===== src/rtl/ext_irq_pkg.sv =====
package ext_irq_pkg;
    localparam int NSRC  = 4;
    localparam int CFG_W = 2 * NSRC + 2;

    typedef enum logic [1:0] {
        SENS_LEVEL = 2'b00,
        SENS_RISE  = 2'b01,
        SENS_FALL  = 2'b10,
        SENS_BOTH  = 2'b11
    } sens_e;

    typedef enum logic [1:0] {
        ST_IDLE      = 2'b00,
        ST_EDGE_PEND = 2'b01,
        ST_LEVEL_ON  = 2'b10
    } det_state_e;
endpackage


===== src/rtl/ext_irq_sync.sv =====
module ext_irq_sync #(
    parameter int W      = 15,
    parameter int STAGES = 2,
    parameter bit RST_HI = 1'b1
) (
    input  logic         clk,
    input  logic         rst_n,
    input  logic [W-1:0] pins_i,
    output logic [W-1:0] pins_o
);
    logic [W-1:0] stage_q [STAGES];

    always_ff @(posedge clk or negedge rst_n) begin
        if (!rst_n) begin
            for (int i = 0; i < STAGES; i++) stage_q[i] <= {W{RST_HI}};
        end else begin
            stage_q[0] <= pins_i;
            for (int i = 1; i < STAGES; i++) stage_q[i] <= stage_q[i-1];
        end
    end

    assign pins_o = stage_q[STAGES-1];
endmodule


===== src/rtl/ext_irq_cfg.sv =====
module ext_irq_cfg
    import ext_irq_pkg::*;
(
    input  logic                  clk,
    input  logic                  rst_n,
    input  logic                  we_i,
    input  logic [CFG_W-1:0]      wdata_i,
    input  logic [1:0]            lvl_i,
    output logic [CFG_W-1:0]      cfg_o,
    output logic [NSRC-1:0][1:0]  sens_o,
    output logic [NSRC-1:0]       pol_o,
    output logic [NSRC-1:0]       flush_o
);
    localparam int POL0_BIT = CFG_W - 2;
    localparam int POL2_BIT = CFG_W - 1;

    logic [CFG_W-1:0] cfg_q;
    logic             wr_ok;

    assign wr_ok = we_i && (lvl_i == 2'b11);

    always_ff @(posedge clk or negedge rst_n) begin
        if (!rst_n)     cfg_q <= '0;
        else if (wr_ok) cfg_q <= wdata_i;
    end

    for (genvar i = 0; i < NSRC; i++) begin : g_src
        logic pol_chg;
        if (i == 0) begin : g_p0
            assign pol_o[i] = cfg_q[POL0_BIT];
            assign pol_chg  = wdata_i[POL0_BIT] != cfg_q[POL0_BIT];
        end else if (i == 2) begin : g_p2
            assign pol_o[i] = cfg_q[POL2_BIT];
            assign pol_chg  = wdata_i[POL2_BIT] != cfg_q[POL2_BIT];
        end else begin : g_np
            assign pol_o[i] = 1'b0;
            assign pol_chg  = 1'b0;
        end
        assign sens_o[i]  = cfg_q[2*i +: 2];
        assign flush_o[i] = wr_ok && ((wdata_i[2*i +: 2] != cfg_q[2*i +: 2]) || pol_chg);
    end

    assign cfg_o = cfg_q;


    locked_write_chk: assert property (@(posedge clk) disable iff (!rst_n)
        (we_i && lvl_i != 2'b11) |=> $stable(cfg_q));
endmodule


===== src/rtl/ext_irq_detect.sv =====
module ext_irq_detect
    import ext_irq_pkg::*;
#(
    parameter int W = 4
) (
    input  logic         clk,
    input  logic         rst_n,
    input  logic [W-1:0] pins_s,
    input  logic [1:0]   sens_i,
    input  logic         pol_i,
    input  logic         ack_i,
    input  logic         flush_i,
    output logic         req_o
);
    det_state_e   st_q, st_d;
    logic [W-1:0] prev_q;
    logic         rise, fall, hit, active, lvl_mode;

    always_ff @(posedge clk or negedge rst_n) begin
        if (!rst_n) prev_q <= '1;
        else        prev_q <= pins_s;
    end

    assign rise     = |(pins_s & ~prev_q);
    assign fall     = |(~pins_s & prev_q);
    assign lvl_mode = (sens_e'(sens_i) == SENS_LEVEL);
    assign active   = pol_i ? (|pins_s) : ~(&pins_s);

    always_comb begin
        unique case (sens_e'(sens_i))
            SENS_RISE:  hit = rise;
            SENS_FALL:  hit = fall;
            SENS_BOTH:  hit = rise | fall;
            default:    hit = 1'b0;
        endcase
    end

    // state register
    always_ff @(posedge clk or negedge rst_n) begin
        if (!rst_n) st_q <= ST_IDLE;
        else        st_q <= st_d;
    end

    // transitions
    always_comb begin
        st_d = st_q;
        if (flush_i) begin
            st_d = ST_IDLE;
        end else begin
            unique case (st_q)
                ST_IDLE: begin
                    if (lvl_mode) begin
                        if (active) st_d = ST_LEVEL_ON;
                    end else if (hit) begin
                        st_d = ST_EDGE_PEND;
                    end
                end
                ST_EDGE_PEND: if (!hit && ack_i)        st_d = ST_IDLE;
                ST_LEVEL_ON:  if (!lvl_mode || !active) st_d = ST_IDLE;
                default:                                st_d = ST_IDLE;
            endcase
        end
    end

    // outputs
    always_comb begin
        unique case (st_q)
            ST_EDGE_PEND, ST_LEVEL_ON: req_o = 1'b1;
            default:                   req_o = 1'b0;
        endcase
    end


    flush_drop_chk: assert property (@(posedge clk) disable iff (!rst_n)
        flush_i |=> !req_o);

    pend_hold_chk: assert property (@(posedge clk) disable iff (!rst_n)
        (!lvl_mode && req_o && !ack_i && !flush_i) |=> req_o);

    ack_release_chk: assert property (@(posedge clk) disable iff (!rst_n)
        (!lvl_mode && req_o && ack_i && !hit && !flush_i) |=> !req_o);

    level_follow_chk: assert property (@(posedge clk) disable iff (!rst_n)
        (lvl_mode && active && !flush_i) |=> req_o);
endmodule


===== src/rtl/ext_irq_sense.sv =====
module ext_irq_sense
    import ext_irq_pkg::*;
#(
    parameter int A_W         = 4,
    parameter int F_W         = 3,
    parameter int B_W         = 8,
    parameter int SYNC_STAGES = 2
) (
    input  logic             clk,
    input  logic             rst_n,
    input  logic [A_W-1:0]   port_a,
    input  logic [F_W-1:0]   port_f,
    input  logic [B_W-1:0]   port_b,
    input  logic [1:0]       irq_lvl,
    input  logic             cfg_we,
    input  logic [CFG_W-1:0] cfg_wdata,
    output logic [CFG_W-1:0] cfg_q,
    input  logic [NSRC-1:0]  irq_ack,
    output logic [NSRC-1:0]  irq_req
);
    localparam int PIN_W = A_W + F_W + B_W;
    localparam int BH    = B_W / 2;

    logic [PIN_W-1:0]     pins_s;
    logic [NSRC-1:0][1:0] sens;
    logic [NSRC-1:0]      pol;
    logic [NSRC-1:0]      flush;

    ext_irq_sync #(.W(PIN_W), .STAGES(SYNC_STAGES), .RST_HI(1'b1)) u_sync (
        .clk    (clk),
        .rst_n  (rst_n),
        .pins_i ({port_b, port_f, port_a}),
        .pins_o (pins_s)
    );

    ext_irq_cfg u_cfg (
        .clk     (clk),
        .rst_n   (rst_n),
        .we_i    (cfg_we),
        .wdata_i (cfg_wdata),
        .lvl_i   (irq_lvl),
        .cfg_o   (cfg_q),
        .sens_o  (sens),
        .pol_o   (pol),
        .flush_o (flush)
    );

    for (genvar i = 0; i < NSRC; i++) begin : g_det
        localparam int LO = (i == 0) ? 0 : (i == 1) ? A_W : (i == 2) ? A_W + F_W : A_W + F_W + BH;
        localparam int GW = (i == 0) ? A_W : (i == 1) ? F_W : (i == 2) ? BH : B_W - BH;
        ext_irq_detect #(.W(GW)) u_det (
            .clk     (clk),
            .rst_n   (rst_n),
            .pins_s  (pins_s[LO +: GW]),
            .sens_i  (sens[i]),
            .pol_i   (pol[i]),
            .ack_i   (irq_ack[i]),
            .flush_i (flush[i]),
            .req_o   (irq_req[i])
        );
    end
endmodule


===== config.mk =====
export PLATFORM = sky130hd
export DESIGN_NAME = ext_irq_sense
export DESIGN_NICKNAME = d
export VERILOG_FILES = /design/src/rtl/ext_irq_pkg.sv /design/src/rtl/ext_irq_sync.sv /design/src/rtl/ext_irq_cfg.sv /design/src/rtl/ext_irq_detect.sv /design/src/rtl/ext_irq_sense.sv
export SDC_FILE = /design/constraint.sdc
export NUM_CORES = 1
export LEC_CHECK = 0
export ABC_CLOCK_PERIOD_IN_PS = 6100
export BUFFER_PORTS_ARGS = -buffer_cell sky130_fd_sc_hd__buf_2
export CAP_MARGIN = 20
export CORE_MARGIN = 2
export CORE_UTILIZATION = 29
export CTS_CLUSTER_DIAMETER = 200
export DETAILED_ROUTE_END_ITERATION = 8
export GPL_TIMING_DRIVEN = 0
export SLEW_MARGIN = 40
export SYNTH_ARGS = -nofsm -noshare
export SYNTH_HDL_FRONTEND = slang
export SYNTH_HIERARCHICAL = 1
export SYNTH_SLANG_ARGS = --single-unit
export TNS_END_PERCENT = 30

===== constraint.sdc =====
create_clock -name clk -period 6.1 [get_ports clk]
set_clock_uncertainty 0.1 [all_clocks]
set_input_delay 0.915 -clock clk [delete_from_list [all_inputs] [get_ports clk]]
set_output_delay 0.915 -clock clk [all_outputs]
set_load 0.02 [all_outputs]

Yosys cells after proc, flatten, opt, wreduce, memory -nomap -nowiden
Index checks and enable logic that the tools add are counted.
{"block": "word_totals", "register_bits": 63, "elab_cells": 169}
{"block": "classes", "bitwise_logic": 22, "n_reduce_logical": 55, "eq_ne": 43, "muxes": 38}
{"op": "$mux 2", "n": 24}
{"op": "$reduce_or 4->1", "n": 8}
{"op": "$reduce_and 4->1", "n": 7}
{"op": "$eq 2x2->1 const B", "n": 13}
{"op": "$and 4x4->4", "n": 6}
{"op": "$ne 3x1->1 const B", "n": 8}
{"op": "$not 4->4", "n": 6}
{"op": "$pmux 2 s3", "n": 4}
{"op": "$eq 2x1->1 const B", "n": 8}
{"op": "$logic_not 2->1", "n": 8}
{"op": "$ne 4x1->1 const B", "n": 4}
{"op": "$pmux 1 s3", "n": 4}
{"op": "$logic_not 1->1", "n": 10}
{"op": "$logic_and 1x1->1", "n": 9}
{"op": "$ne 2x2->1", "n": 4}
{"op": "$ne 4x2->1 const B", "n": 2}
{"op": "$ne 4x3->1 const B", "n": 2}
{"op": "$reduce_or 2->1", "n": 4}
{"op": "$and 3x3->3", "n": 2}
{"op": "$logic_or 1x1->1", "n": 6}
{"op": "$mux 1", "n": 6}
{"op": "$not 3->3", "n": 2}
{"op": "$reduce_or 3->1", "n": 2}
{"op": "$or 1x1->1", "n": 4}
{"op": "3 further kinds", "n": 5}

Longest topological paths before layout
{"block": "logic_depth", "word_depth": 10, "mapped_depth": 8, "depth_no_buf": 7}

Hierarchy
The synthesis kept the hierarchy.
{"module": "ext_irq_detect (g_det[0].u_det ...)", "area_each_um2": 387.9, "cells_per_inst": 39, "instances": 3}
{"module": "ext_irq_sync", "area_each_um2": 900.9, "cells_per_inst": 45, "instances": 1}
{"module": "ext_irq_cfg", "area_each_um2": 610.6, "cells_per_inst": 49, "instances": 1}
{"module": "ext_irq_detect (g_det[1].u_det)", "area_each_um2": 346.6, "cells_per_inst": 33, "instances": 1}

Least setup slack after synthesis
OpenSTA, ideal clock, no wires.
{"block": "synth_path", "path_type": "in2reg", "from": "input port cfg_we", "to": "register g_det[0].u_det.st_q[0]", "t_arrival_ns": 2.162, "n_path_buf": 1, "stages": 8, "path_slack_ns": 3.710, "required_ns": 5.872, "cell_sequence": "nand3_2 buf_6 a31oi_1 inv_1 nand2_1 nor3_1 a211oi_2 mux2_1"}
{"block": "synth_via", "elab_chain_len": 4}
{"item": "from (decl)", "line_no": "ext_irq_sense.sv:15", "source": "input logic cfg_we,"}
{"item": "$logic_and 1x1->1 (*)", "line_no": "ext_irq_cfg.sv:20", "source": "assign wr_ok = we_i && (lvl_i == 2'b11);"}
{"item": "$logic_and 1x1->1 (*)", "line_no": "ext_irq_cfg.sv:40", "source": "assign flush_o[i] = wr_ok && ((wdata_i[2*i +: 2] != cfg_q[2*i +: 2]) || pol_chg);"}
{"item": "named net flush[0]", "line_no": "ext_irq_sense.sv:27", "source": "logic [NSRC-1:0] flush;"}
{"item": "$ne 4x2->1 (no source line) (tied with other cells)"}
{"item": "$reduce_and 4->1 (no source line)"}
{"item": "to (signal assigned)", "line_no": "ext_irq_detect.sv:41", "source": "else st_q <= st_d;"}
{"item": "to (decl)", "line_no": "ext_irq_detect.sv:15", "source": "det_state_e st_q, st_d;"}
Mark *: on every way through the listed nets, which the timed path passes. The rest lies on a longest branch.
A chain may end at the register's enable or synchronous reset.

Worst setup path after layout
Ends and elaborated chain as after synthesis.

==> metrics.txt <==
status complete, no violations; Post-synth EDFFs 0; Antenna Nets Post-Route 0; Num Clock Sinks between 60 and 70; synthesized area roughly 3000 um2; grt total ovfl 0; M1 WL roughly 2.3 mm; Via density around 4.2; Worst setup SP type primary input; met3 WL 250 um; largest net degree at the start of global routing 36; Initial Utilization between 20% and 30%; Min Clock Period, post-route approximately 2.4 ns; Critical Path Sink Type register; clk buf depth 2; Setup Total Neg Slack 0 ns; CTS Buf Count 9; routability cong. 0.831; Pre-Repair DR Iteration Count 4; 1st-iter DRT viols 47; Area Growth Syn to Fin 20.8%; WL per Instance between 10 and 15 um; setup violators final 0; post-synthesis sequential area ratio approximately 54%; layout cell share with drive strength beyond 1 ~50%; r2r setup slk between 3 and 4 ns; CTS Hold Bufs 0; Worst EP required between 6 and 7 ns; YS warnings 6; Yosys reg bits 63; WL final between 5 and 6 mm; top cells by area, synth dfstp_2 39%, dfrtp_1 15%, buf_4 6.7%, nor2b_1 5.6%, ha_1 5.0%; top-area cell type share of the netlist area 39.1%; std cell rows 37; worst hold path type reg -> reg; fin crit share about two fifths; die span in y approximately 110 um; count of cell types in the netlist 37; ys async rst share 100%; Crit Path Class in -> reg; ant diodes 0; DR top layer met4; Worst EP arrival roughly 2.5 ns; vias in the first global route about 2.0k; max-slew violations 0; HPWL reported at the end of detailed placement roughly 3.9 mm; placed insts 429; PD cells approximately 340 nW/um2; clk slew on worst S/H paths about 0.080 ns; met2 wire len 2.67 mm; Post-CTS Setup Repair Bufs 0; # DRC 0; leakage power between 0.0015 and 0.002 uW; Critical Path Fanout Max 10; area of the core between 10000 and 15000 um2; Clock H-tree levels 3; pre-CTS WS approximately 3.3 ns; Nets 350; I/O Pins 48; DR vias roughly 1.9k; initial antenna violation count 0; RSZ-0062 raised after global routing no; Post-Syn Instances around 240; first-pass GRT wire length about 9 mm; Final Hold Vio Count 0; Final Non-Filler Cells 445; CTS tree done; Syn Area/Cell 12.4 um2; VDD IR-drop max around 0.1 mV; clk root buf clkbuf_8; GRT Overall Usage between 10% and 20%; maximum clock rate roughly 420 MHz; Die ar. approximately 11000 um2; PnR worst setup slack between 3 and 4 ns; Max Cap Violations 0; Core Util, Final about 36%; Die X around 110 um; IO buf count 47; CTS resizes 0; Main synth FF type dfstp_2; area leader, netlist dfstp_2; Clock Latency Late Sink around 0.34 ns
## registers in the layout, indices dropped and copies added (netlist names)
name	flops
g_det.u_det/prev_q	15
u_sync/stage_q	15
g_det.u_det/st_q	8
u_sync/pins_o	15
u_cfg/cfg_o	10
## critical path: stages
cell and delay, ns:
buf_2 0.08, nand3_2 0.17, buf_6 0.22, a31oi_1 0.20, inv_1 0.09, nand2_1 0.12
nor3_1 0.07, a211oi_2 0.28, mux2_1 0.35
## synthesized netlist by cell type, types with 2 or more instances
cell type,count
and2b_1,4
nor2_1,7
o41a_1,6
dfstp_2,45
nor3_1,6
inv_1,17
mux2_4,6
a31oi_1,3
buf_4,27
mux2_2,4
a211oi_2,3
nand2_1,7
o21ai_0,3
nand2b_1,4
a21oi_1,2
nor2b_1,27
o311a_1,3
nand4_1,4
ha_1,12
dfrtp_1,18
nor4b_1,3
mux2_1,6
xnor2_1,10
nor4_1,3
nand3_2,2
## cell type report
class	instances	area [um2]
clock buffers	9	124
repair buffers	48	258
plain buffers	28	214
fillers	1025	6580
inverters	17	63.8
multi-input cells	137	1110
flip-flops and latches	63	1630
well taps	136	170
clock inverters	7	73.8
## placed cells by master, fill, tap and decap left out, drive strengths merged, types with 4 or more instances in the layout
master	n
buf	76
dfstp	45
nor2b	27
dfrtp	18
inv	17
mux2	16
ha	12
xnor2	10
clkbuf	9
nand2	7
nor2	7
nor3	7
o41a	6
clkinvlp	4
nand4	4
nand2b	4
and2b	4
## metrics by stage
| step | area, um2 | power [uW] | hold slack, ns |
|---|---|---|---|
| final | 3650 | 1250 | 0.251 |
| after global routing | 3650 | 1340 | 0.257 |
| after CTS | 3650 | 1280 | 0.252 |
| after detailed placement | 3450 | 901 | 0.247 |
| after global placement | 3430 | 889 | 0.245 |
| after floorplan | 3030 | 800 | 0.245 |
## per-layer routing
metal  vias to the layer above  track usage, %
met1                       908            11.9
met5                         -               0
met4                         0            4.79
li1                        925               -
met2                        35            17.4
met3                        11            3.49
## power breakdown
| group | switching (uW) | internal, uW | leakage [uW] |
|---|---|---|---|
| sequential | 36.0 | 481 | 0.000695 |
| clock | 170 | 188 | 0.0000875 |
| combinational | 198 | 177 | 0.000810 |
## kinds of logic (layout without fill, tap and decap cells)
kind of cell	Yosys count	in the layout	synth area share, %
AND/OR/NAND/NOR	73	73	14.9
flip-flops	63	63	54.0
buffers and inverters	45	109	9.19
AO/OA/AOI/OAI	24	24	7.12
multiplexers	16	16	6.71
adder cells (fa/ha/maj)	12	12	4.97
XOR/XNOR	10	10	2.90
other	1	2	0.124
## worst paths after layout
check | depth (start not counted) | end | startpoint
max reg2reg | 5 | g_det[2].u_det/st_q[0] | g_det[2].u_det/prev_q[3]
max | 9 | g_det[0].u_det/st_q[0] | cfg_we
min | 0 | u_sync/pins_o[4] | u_sync/stage_q[19]
min in group asynchronous | 1 | g_det[3].u_det/st_q[0] | rst_n
min reg2reg | 0 | u_sync/pins_o[4] | u_sync/stage_q[19]
max in group asynchronous | 2 | u_sync/stage_q[17] | rst_n
Power figures use the tool's default switching activity.
